File: src/rtl/syncser_pkg.sv
package syncser_pkg;
    typedef enum logic {
        MODE_RX = 1'b0,
        MODE_TX = 1'b1
    } ser_mode_e;
endpackage

File: src/rtl/syncser_sync.sv
module syncser_sync #(
    parameter int          STAGES = 2,
    parameter int          W      = 1,
    parameter logic [W-1:0] RST_VAL = '0
) (
    input  logic         clk,
    input  logic         rst_n,
    input  logic [W-1:0] d,
    output logic [W-1:0] q
);
    logic [W-1:0] stage_q [STAGES];

    for (genvar g = 0; g < STAGES; g++) begin : g_stage
        always_ff @(posedge clk or negedge rst_n) begin
            if (!rst_n) begin
                stage_q[g] <= RST_VAL;
            end else if (g == 0) begin
                stage_q[g] <= d;
            end else begin
                stage_q[g] <= stage_q[(g == 0) ? 0 : g-1];
            end
        end
    end

    assign q = stage_q[STAGES-1];
endmodule

File: src/rtl/syncser_port.sv
module syncser_port
    import syncser_pkg::*;
#(
    parameter int W         = 8,
    parameter int SYNC_STG  = 2
) (
    input  logic         clk,
    input  logic         rst_n,
    input  logic         mode_wr,
    input  logic         mode_tx,
    input  logic         dat_wr,
    input  logic [W-1:0] dat_wdata,
    output logic [W-1:0] dat_rdata,
    input  logic         stat_rd,
    output logic         irq,
    output logic         buf_full,
    input  logic         tick,
    input  logic         ser_clk_i,
    input  logic         ser_dat_i,
    output logic         ser_clk_o,
    output logic         ser_clk_oe,
    output logic         ser_dat_o,
    output logic         ser_dat_oe
);
    localparam int          CW   = (W > 2) ? $clog2(W) : 1;
    localparam logic [CW-1:0] LAST = CW'(W - 1);

    typedef struct packed {
        ser_mode_e      mode;
        logic [W-1:0]   sh;
        logic [CW-1:0]  cnt;
        logic [W-1:0]   data;
        logic           pend;
        logic           busy;
        logic           sclk;
        logic           sdo;
        logic           irq;
        logic           ck_prev;
    } port_state_t;

    port_state_t s_q, s_d;
    logic [1:0]  pins_s;
    logic        ck_s, dt_s, rise, ld;

    syncser_sync #(.STAGES(SYNC_STG), .W(2), .RST_VAL(2'b11)) u_sync (
        .clk   (clk),
        .rst_n (rst_n),
        .d     ({ser_clk_i, ser_dat_i}),
        .q     (pins_s)
    );

    assign ck_s = pins_s[1];
    assign dt_s = pins_s[0];

    always_comb begin
        s_d        = s_q;
        ld         = 1'b0;
        rise       = ck_s & ~s_q.ck_prev;
        s_d.ck_prev = ck_s;

        if (stat_rd) s_d.irq = 1'b0;

        if (dat_wr) s_d.data = dat_wdata;

        if (mode_wr) begin
            s_d.mode = ser_mode_e'(mode_tx);
            s_d.cnt  = '0;
            s_d.busy = 1'b0;
            s_d.sclk = 1'b1;
        end else if (s_q.mode == MODE_RX) begin
            if (rise) begin
                s_d.sh = {s_q.sh[W-2:0], dt_s};
                if (s_q.cnt == LAST) begin
                    s_d.data = {s_q.sh[W-2:0], dt_s};
                    s_d.irq  = 1'b1;
                    s_d.cnt  = '0;
                end else begin
                    s_d.cnt = s_q.cnt + 1'b1;
                end
            end
        end else begin
            if (s_q.busy && tick) begin
                s_d.sclk = ~s_q.sclk;
                if (s_q.sclk) begin
                    s_d.sdo = s_q.sh[W-1];
                    s_d.sh  = {s_q.sh[W-2:0], 1'b0};
                end else if (s_q.cnt == LAST) begin
                    s_d.irq = 1'b1;
                    s_d.cnt = '0;
                    if (s_q.pend) ld = 1'b1;
                    else          s_d.busy = 1'b0;
                end else begin
                    s_d.cnt = s_q.cnt + 1'b1;
                end
            end else if (!s_q.busy && s_q.pend) begin
                ld = 1'b1;
            end
            if (ld) begin
                s_d.sh   = s_q.data;
                s_d.pend = 1'b0;
                s_d.busy = 1'b1;
                s_d.cnt  = '0;
            end
        end

        if (dat_wr && s_q.mode == MODE_TX) s_d.pend = 1'b1;
    end

    always_ff @(posedge clk or negedge rst_n) begin
        if (!rst_n) begin
            s_q         <= '0;
            s_q.mode    <= MODE_RX;
            s_q.sclk    <= 1'b1;
            s_q.sdo     <= 1'b1;
            s_q.ck_prev <= 1'b1;
        end else begin
            s_q <= s_d;
        end
    end

    assign dat_rdata  = s_q.data;
    assign irq        = s_q.irq;
    assign buf_full   = s_q.pend;
    assign ser_clk_o  = s_q.sclk;
    assign ser_dat_o  = s_q.sdo;
    assign ser_clk_oe = (s_q.mode == MODE_TX);
    assign ser_dat_oe = (s_q.mode == MODE_TX);
endmodule

File: config.mk
export PLATFORM = sky130hd
export DESIGN_NAME = syncser_port
export DESIGN_NICKNAME = d
export VERILOG_FILES = /design/src/rtl/syncser_pkg.sv /design/src/rtl/syncser_sync.sv /design/src/rtl/syncser_port.sv
export SDC_FILE = /design/constraint.sdc
export NUM_CORES = 1
export LEC_CHECK = 0
export ABC_AREA = 1
export BUFFER_PORTS_ARGS = -buffer_cell sky130_fd_sc_hd__buf_4
export CAP_MARGIN = 20
export CORE_MARGIN = 2
export CORE_UTILIZATION = 30
export CTS_CLUSTER_DIAMETER = 60
export DETAILED_ROUTE_END_ITERATION = 6
export GPL_TIMING_DRIVEN = 1
export HOLD_SLACK_MARGIN = 0.1
export PLACE_DENSITY = 0.51
export SYNTH_ARGS = -nofsm -noshare
export SYNTH_HDL_FRONTEND = slang
export SYNTH_HIERARCHICAL = 1
export SYNTH_SLANG_ARGS = --single-unit
File: constraint.sdc
create_clock -name clk -period 1.9 [get_ports clk]
set_input_delay 0.38 -clock clk [delete_from_list [all_inputs] [get_ports clk]]
set_output_delay 0.38 -clock clk [all_outputs]
set_load 0.005 [all_outputs]
Yosys cells after proc, flatten, opt, wreduce, memory -nomap -nowiden
Cells that the tools add are included.

cells by class
  reduce and logical (&&, ||, !) cells = 18
  eq/ne operators = 8
  bitwise operators = 4
  add/sub/neg operators = 1
  mux-type cells = 34

operators with widths
  kind                                           number
  two-way mux 11 bit                             3
  two-way mux 8 bit                              4
  two-way mux 19 bit                             1
  two-way mux 1 bit                              18
  nonzero test 2 bit                             5
  two-way mux 3 bit                              3
  two-way mux 9 bit                              1
  != test 3 x 2 -> 1 bit, second input constant  3
  nonzero test 3 bit                             3
  two-way mux 4 bit                              2
  AND reduction 4 bit                            2
  AND reduction 3 bit                            2
  AND reduction 5 bit                            1
  two-way mux 2 bit                              2
  != test 4 x 2 -> 1 bit, second input constant  1
  != test 4 x 3 -> 1 bit, second input constant  1
  adder 3 x 1 -> 3 bit, second input constant    1
  equality test 3 bit, second input constant     1
  logical AND 1 bit                              3
  != test 3 x 1 -> 1 bit, second input constant  1
  inverter 1 bit                                 3
  != test 2 x 1 -> 1 bit, second input constant  1
  AND reduction 2 bit                            1
  bitwise AND 1 bit                              1
  zero test 1 bit                                1

word-level totals
  input port bits = 17
  word-level logic and storage cells = 77
  output and inout port bits = 14
  flip-flop bits (word level) = 30

Logic depth before layout (Yosys ltp)
Gate-level depths: netlist (run 1).

  depth in word-level cells = 10
  mapped depth = 11
  depth with buffers taken out = 11

Modules after synthesis
The synthesis (run 1) kept the hierarchy.

modules (own cells, without submodules)
  module        seq. area each (um2)  cells each  times used  area an instance (um2)
  syncser_port  654.4                 217         1           1,539.0
  syncser_sync  105.1                 6           1           120.1

Worst setup path before layout (run 1)
OpenSTA, ideal clock, no wires.

  kind = register -> register
  start = reg s_q[14] (netlist bit)
  end = reg s_q[17] (netlist bit)
  period minus slack after synthesis = 1,602 ps
  setup slack = 298 ps
  cell stages (with the launch flop) = 11
  path buffers = 0
  arrival time = 1,486 ps
  data required time = 1,783 ps
  library setup time = 117 ps
  cell sequence = dfrtp_1 > ha_1 > ha_1 > inv_1 > nor2_2 > nand2_4 > nand2_4 > o21ai_4 > inv_4 > nand2_1 > nand2_1

between the ends
  cells in the longest elaborated chain, start to end = 8
  elaborated cells between the ends (all ways) = 11
  classes of those cells = eq/ne: 3; mux: 7; reduce/logical: 1

ends and longest elaborated chain
  item                                                                        line                text
  start: declaration                                                          syncser_port.sv:41  port_state_t s_q, s_d;
  equality test 3 bit (*)                                                     syncser_port.sv:87  end else if (s_q.cnt == LAST) begin
  two-way mux 1 bit (*)                                                       syncser_port.sv:87
  two-way mux 1 bit (*)                                                       syncser_port.sv:84  if (s_q.sclk) begin
  two-way mux 1 bit (*)                                                       syncser_port.sv:82  if (s_q.busy && tick) begin
  two-way mux 1 bit (*)                                                       syncser_port.sv:70  end else if (s_q.mode == MODE_RX) begin
  two-way mux 1 bit (*)                                                       syncser_port.sv:65  if (mode_wr) begin
  != test 3 x 1 -> 1 bit (no source line), or another cell as far along       -
  AND reduction 4 bit (no source line) or two-way mux 11 bit (tied branches)  -

Every way passes the cells marked *; elsewhere a longest branch is shown, timed or not. The select of a mux whose other input is x is not followed.
A chain may end at the register's enable or synchronous reset.

Worst setup path after layout (run 1)
  start = reg s_q[14] (netlist bit)
  end = reg s_q[19] (netlist bit)

The elaborated chain is that of the path after synthesis.

==> implementation parameters, run 1 <==
Parameter                              Value

Run status
  Result of the run ... finished clean

Routing
  Number of vias after detailed routing ... 1383
  Routed Wire Length ... 3680 µm
  Post-route ant nets ... 0
  Via/cell ratio ... 4.27
  Length of the first detailed-routing pass in iterations ... 4
  Wirelength per Cell ... 11.3 µm
  Detailed Route Iter0 Violations ... 114
  Post-route DRC ... 0

Place
  Placer congestion estimate ... 0.827
  Post-DP Area ... 1890 µm²
  HPWL after detailed placement ... 2650 µm
  Count of buffers from port buffering ... 30

Global route
  Pin count of the biggest net entering global routing ... 31
  Via count of the first global-routing pass ... 1407
  Number of antenna violations at the first check in global routing ... 0
  Residual overflow from global routing ... 0
  All-Layer GR Usage ... 0.135
  Wire length of the first global-routing pass ... 6510 µm

Floorplanning
  Core Box Area ... 5440 µm²
  Die ar. ... 6140 µm²
  Io pins ... 31
  Die outline height ... 78.4 µm
  Width of the chip ... 78.4 µm
  Initial standard-cell utilization of the core ... 0.305
  Row cnt ... 27

Power
  Switching power summed over all nets ... 0.000756 W
  Internal power consumption ... 0.00144 W
  Combinational cell fraction of total power ... 0.310
  Static leakage power ... 1.06 nW
  Sequential share of power ... 0.403
  Share of power burned in the clock network ... 0.287
  Sw Ratio ... 0.344
  PwrDens ... 1080 nW/µm²
  Maximum resistive drop on vdd ... 364 µV

Job
  Max-cap violations ... 0

Yosys
  Syn avg cell area ... 7.44 µm²
  Most instantiated flip-flop cell in the synthesis netlist ... dfrtp_1
  Synthesized netlist cell count ... 223
  Share of synthesized registers carrying an async set or reset ... 1.00
  Count of synthesis-stage warnings from yosys ... 6
  Distinct cell type count after synthesis ... 22
  Number of nets in the synthesized netlist ... 242
  Number of synthesized flops with an enable pin ... 0
  Post-synthesis register bit count ... 30
  Syn Std Cell Area ... 1660 µm²
  Post-synthesis sequential area ratio ... 0.458

Worst setup path
  Category of the worst setup path capture point ... flop
  Crit start category ... flop
  Required time of the worst setup path ... 2.13 ns
  WS Path Type ... reg2reg
  Largest driver fanout on the critical path ... 10
  Worst EP arrival ... 1.96 ns

STA
  Max Clk Rate ... 0.577 GHz
  Number of hold violations in the final report ... 0
  Clock Skew ... 0.00717 ns
  Setup Viol. Count Final ... 0
  Post-Route Setup TNS ... 0 ns
  Final Max Slew Viols ... 0
  Worst slew slack as a fraction of its limit ... 0.748
  Setup repair after global routing missed its margin ... no
  Worst-Margin Slew ... 0.378 ns
  Hold WS ... 0.198 ns
  Period minus WS final ... 1.73 ns
  Final period utilization ... 0.912

Final layout
  Share of final-layout standard cells stronger than drive strength 1 ... 0.230
  Final design instance area without fill ... 2030 µm²
  Filler cell count in the final layout ... 561
  Net total in the final layout ... 270
  Area added between synthesis and finish ... 22.4%
  Number of inserted diodes ... 0

Min path
  Hold/Removal Path Class ... in2reg

CTS
  Number of levels in the clock H-tree ... 2
  Max clock buf depth ... 2
  Clock-pin slew of the registers on the worst-case setup and hold paths ... 0.07 ns
  Clock latency reported for the late side of the worst-skew pair ... 0.28 ns
  CTS sink cnt ... 30
  Clock root cell ... clkbuf_8
  Inserted Clock Buffers ... 5
  Count of instances resized after the clock tree is built ... 0
  Clock tree from TritonCTS ... done
critical path, cell delays in order (launching register included):
cell     delay [ns]
dfrtp_1        0.39
ha_1           0.20
ha_1           0.22
inv_1          0.08
nor2_2         0.05
nand2_4        0.11
nand2_4        0.11
o21ai_4        0.24
buf_4          0.16
nand2_1        0.05
nand2_1        0.06
worst paths after layout:
| path | slack, ns | end | cells after the start | startpoint |
|---|---|---|---|---|
| worst max-delay path | 0.17 | s_q[19] | 10 | s_q[14] |
| worst min-delay path | 0.20 | u_sync/stage_q[2] | 1 | ser_dat_i |
| worst max register to register | 0.17 | s_q[19] | 10 | s_q[14] |
| worst min register to register | 0.36 | u_sync/q[1] | 0 | u_sync/stage_q[3] |
| max in group asynchronous | 1.03 | ser_clk_o | 2 | rst_n |
| min in group asynchronous | 0.56 | s_q[15] | 2 | rst_n |
power by group through the flow:
| stage | clock network [W] | logic, W | registers (W) |
|---|---|---|---|
| after floorplan | 0 | 0.000486 | 0.000868 |
| after global placement | 0 | 0.000675 | 0.000893 |
| after detailed placement | 0 | 0.000667 | 0.000892 |
| after CTS | 0.000658 | 0.000673 | 0.000882 |
| after global routing | 0.000693 | 0.000800 | 0.000903 |
| final | 0.000632 | 0.000681 | 0.000885 |
placed cells by master (no fill, tap or decap):
cell type	count
nand2_1	79
buf_4	35
inv_1	28
dfrtp_1	23
nand3_1	21
o21ai_0	19
nor2_1	12
dfstp_2	7
clkbuf_8	5
nor2_2	3
o211ai_1	2
nand2_4	2
nand2_2	2
o21ai_1	2
ha_1	2
o21a_1	1
nand4_1	1
o21ai_4	1
inv_4	1
a21oi_1	1
nor4_1	1
clkinvlp_4	1
clkbuf_1	1
bufinv_16	1
dlygate4sd3_1	1
synthesized netlist by cell type, types with 3 or more instances:
master,number,share of area
nand2_1,79,0.18
inv_1,28,0.063
dfrtp_1,23,0.35
nand3_1,21,0.063
o21ai_0,19,0.057
nor2_1,12,0.027
buf_4,11,0.050
dfstp_2,7,0.11
buf_2,3,0.0090
nor2_2,3,0.011
kinds of logic (layout without fill, tap and decap cells):
| logic type | Yosys count | after routing | share of synthesized area |
|---|---|---|---|
| buf+inv | 44 | 73 | 0.128 |
| flops | 30 | 30 | 0.458 |
| fa+ha+maj | 2 | 2 | 0.0151 |
| simple gates | 121 | 121 | 0.309 |
| compound gates | 26 | 26 | 0.0897 |
cell type report:
class	count	area (µm²)	area share
inverter	29	111	0.0548
clock inverter	2	37.5	0.0185
clock buffer	6	72.6	0.0357
sequential	30	759	0.374
tap	72	90.1	0.0444
timing repair buffer	36	273	0.134
multi-input combinational	149	687	0.338
metal layers:
layer	global-route usage	vias to the layer above	routed length [µm]
li1	-	741	-
met1	0.182	614	1930
met2	0.202	23	1530
met3	0.0379	5	143
met4	0.0632	0	73
met5	0	-	0
stage by stage:
stage	total power, W	worst slack [ns]	utilization	instances
after detailed placement	0.00156	0.121	0.347	312
after floorplan	0.00135	0.298	-	223
after CTS	0.00221	0.0989	0.369	321
after global routing	0.00240	0.0500	0.373	324
final	0.00220	0.166	0.373	324
after global placement	0.00157	0.177	0.347	312
registers in the layout, indices dropped and copies added (netlist names):
register	flops
ser_dat_o	1
irq	1
u_sync/q	2
u_sync/stage_q	2
ser_clk_oe	1
buf_full	1
s_q	13
ser_clk_o	1
dat_rdata	8
what timing repair did:
| item | 4_1_cts | 5_1_grt |
|---|---|---|
| endpoints found under the hold margin | 23 | 0 |
| endpoints found under the setup margin | 0 | 7 |
| hold buffers | 1 | 0 |
| buffers inserted | 0 | 3 |
Power figures use the tool's default switching activity.
==> inputs of run 2 (changes only) <==
- PLACE_DENSITY: 0.51 -> 0.44
==> run 2 against run 1 <==
Net effect:
- via count rose by 0.36%
- critical path type unchanged
- sequential power about the same
- non-clock buffer count did not move
- utilization fell by 0.18 points
- total power is 4.7% lower
- global-route usage about the same
- cell area fell by 0.49%
- clock power is 16% lower
- cell count stayed put
- hold slack gained 0.0051 ns
==> implementation parameters, run 2 (synthesized netlist as in run 1, its figures left out) <==
Parameter                              Value

Power
  Internal power consumption ... 0.00135 W (was 0.00144 W)
  Combinational cell fraction of total power ... 0.325 (was 0.310)
  Total power after layout ... 0.00209 W (was 0.00220 W)
  Maximum resistive drop on vdd ... 289 µV (was 364 µV)
  Switching power summed over all nets ... 0.000744 W (was 0.000756 W)
  Sw Ratio ... 0.355 (was 0.344)
  Share of power burned in the clock network ... 0.253 (was 0.287)
  Sequential share of power ... 0.422 (was 0.403)
  PwrDens ... 1040 nW/µm² (was 1080 nW/µm²)
  Static leakage power ... 1.06 nW (about the same)

STA
  Clock Skew ... 0.00988 ns (was 0.00717 ns)
  Final Max Slew Viols ... 0 (unchanged)
  Setup repair after global routing missed its margin ... no (unchanged)
  Period minus WS final ... 1.76 ns (was 1.73 ns)
  Final period utilization ... 0.926 (was 0.912)
  Number of hold violations in the final report ... 0 (unchanged)
  Post-Route Setup TNS ... 0 ns (unchanged)
  Max Clk Rate ... 0.569 GHz (was 0.577 GHz)
  Setup Viol. Count Final ... 0 (unchanged)
  Worst slew slack as a fraction of its limit ... 0.741 (was 0.748)
  Worst-Margin Slew ... 0.388 ns (was 0.378 ns)

CTS
  Clock root cell ... clkbuf_8 (unchanged)
  Clock-pin slew of the registers on the worst-case setup and hold paths ... 0.07 ns (about the same)
  CTS sink cnt ... 30 (unchanged)
  Number of levels in the clock H-tree ... 2 (unchanged)
  Inserted Clock Buffers ... 5 (unchanged)
  Clock latency reported for the late side of the worst-skew pair ... 0.28 ns (about the same)
  Clock tree from TritonCTS ... done (unchanged)
  Max clock buf depth ... 2 (unchanged)

Final layout
  Filler cell count in the final layout ... 595 (was 561)
  Net total in the final layout ... 270 (unchanged)
  Number of flip-flops under the largest register name ... 13 (unchanged)
  Most common cell after layout, fill and taps aside ... nand2_1 (unchanged)
  Share of final-layout standard cells stronger than drive strength 1 ... 0.230 (unchanged)
  Most flop-heavy register ... s_q (unchanged)
  Number of inserted diodes ... 0 (unchanged)
  Top library cells by usage in the layout, fill and taps aside ... nand2_1, buf_4, inv_1 (unchanged)
  Area added between synthesis and finish ... 21.8% (was 22.4%)

Place
  Count of buffers from port buffering ... 30 (unchanged)
  Placer congestion estimate ... 0.803 (was 0.827)
  HPWL after detailed placement ... 2760 µm (was 2650 µm)

Routing
  Post-route DRC ... 0 (unchanged)
  Length of the first detailed-routing pass in iterations ... 4 (unchanged)
  Wirelength per Cell ... 11.3 µm (about the same)
  Number of vias after detailed routing ... 1388 (was 1383)
  Post-route ant nets ... 0 (unchanged)
  Via/cell ratio ... 4.28 (was 4.27)
  Detailed Route Iter0 Violations ... 50 (was 114)
  Routed Wire Length ... 3650 µm (was 3680 µm)

Floorplanning
  Row cnt ... 27 (unchanged)
  Die outline height ... 78.4 µm (unchanged)
  Core Box Area ... 5440 µm² (unchanged)
  Width of the chip ... 78.4 µm (unchanged)
  Initial standard-cell utilization of the core ... 0.305 (unchanged)
  Io pins ... 31 (unchanged)
  Die ar. ... 6140 µm² (unchanged)

Worst setup path
  CP peak stage delay ... 0.40 ns (was 0.39 ns)
  Worst path buffer plus inverter count ... 2 (unchanged)
  Worst EP arrival ... 1.97 ns (was 1.96 ns)
  WS Path Type ... reg2reg (unchanged)
  Critical register-to-register path startpoint ... s_q[14] (unchanged)
  Worst-case reg-to-reg path depth ... 10 (unchanged)
  Cells traversed along the worst timing path ... ha_1, ha_1, inv_1, nor2_2, nand2_4, nand2_8, o21ai_4, buf_4, nand2_1, nand2_1 (was ha_1, ha_1, inv_1, nor2_2, nand2_4, nand2_4, o21ai_4, buf_4, nand2_1, nand2_1)
  Required time of the worst setup path ... 2.11 ns (was 2.13 ns)
  R2R Setup Slk ... 0.14 ns (was 0.17 ns)
  R2R Path End ... s_q[17] (was s_q[19])
  Crit start category ... flop (unchanged)
  Largest driver fanout on the critical path ... 10 (unchanged)
  Crit-path slowest cell ... dfrtp_1 (unchanged)
  Category of the worst setup path capture point ... flop (unchanged)
  Kind of cell with the highest combined delay on the critical path ... adder cells (unchanged)

Min path
  Hold/Removal Path Class ... in2reg (unchanged)
  Hold_sp ... ser_clk_i (was ser_dat_i)
  Capture endpoint of the worst hold path ... u_sync/stage_q[3] (was u_sync/stage_q[2])
  Number of cells on the worst hold path ... 1 (unchanged)

Global route
  All-Layer GR Usage ... 0.136 (was 0.135)
  Wire length of the first global-routing pass ... 6500 µm (was 6510 µm)
  Number of antenna violations at the first check in global routing ... 0 (unchanged)
  Residual overflow from global routing ... 0 (unchanged)
  Via count of the first global-routing pass ... 1353 (was 1407)
  Pin count of the biggest net entering global routing ... 31 (unchanged)

Job
  Max-cap violations ... 0 (unchanged)

Run status
  Result of the run ... finished clean (unchanged)
==> run 2: power by group through the flow <==
stage	clock [W]	combinational, W	sequential (W)
after floorplan	0	0.000486	0.000868
after global routing	0.000585	0.000812	0.000900
final	0.000530	0.000681	0.000883
after CTS	0.000561	0.000669	0.000883
after detailed placement	0	0.000665	0.000894
after global placement	0	0.000675	0.000894
==> run 2: layer usage <==
| layer | part of all wire | vias to the layer above | wire [µm] | GRT usage |
|---|---|---|---|---|
| met4 | 0.013 | 0 | 49 | 0.0526 |
| met3 | 0.038 | 4 | 139 | 0.0368 |
| met2 | 0.43 | 21 | 1550 | 0.198 |
| met5 | 0 | - | 0 | 0 |
| li1 | - | 745 | - | - |
| met1 | 0.52 | 618 | 1910 | 0.191 |
==> run 2: worst reg2reg max path: stages (launching register included) <==
cell,delay [ns]
dfrtp_1,0.40
ha_1,0.21
ha_1,0.22
inv_1,0.08
nor2_2,0.05
nand2_4,0.10
nand2_8,0.09
o21ai_4,0.27
buf_4,0.18
nand2_1,0.05
nand2_1,0.06
==> run 2: how the worst max path moves through the flow <==
stage,startpoint,endpoint,slack [ns],cells past startpoint
after global placement,s_q[14],s_q[23],0.16,10
after CTS,s_q[14],s_q[21],0.08,10
after detailed placement,s_q[14],s_q[24],0.10,10
after floorplan,s_q[14],s_q[17],0.30,10
after global routing,s_q[14],s_q[17],0.03,10
final,s_q[14],s_q[17],0.14,10
==> run 2: final cells by class <==
cell class | count | area, µm² | share of cell area
Clock buffer | 7 | 86.3 | 0.0427
Clock inverter | 1 | 5.00 | 0.00248
Inverter | 29 | 111 | 0.0551
Multi-Input combinational cell | 149 | 696 | 0.344
Sequential cell | 30 | 759 | 0.376
Tap cell | 72 | 90.1 | 0.0446
Timing Repair Buffer | 36 | 273 | 0.135
==> run 2: what timing repair did <==
action / 4_1_cts / 5_1_grt
endpoints found under the hold margin: 23 / 0
setup buffers: 0 / 3
gates resized for setup: 0 / 1
endpoints found under the setup margin: 0 / 8
hold buffers: 1 / 0
==> run 2: stage by stage <==
stage | std cells | hold slack (ns) | worst slack (ns) | utilization | cell area, µm²
finish | 324 | 0.203 | 0.141 | 0.372 | 2020
global route | 324 | 0.186 | 0.0312 | 0.372 | 2020
CTS | 321 | 0.190 | 0.0808 | 0.366 | 1990
detailed placement | 312 | 0.345 | 0.104 | 0.347 | 1890
global placement | 312 | 0.341 | 0.160 | 0.347 | 1890
floorplan | 223 | 0.0844 | 0.298 | - | 1660
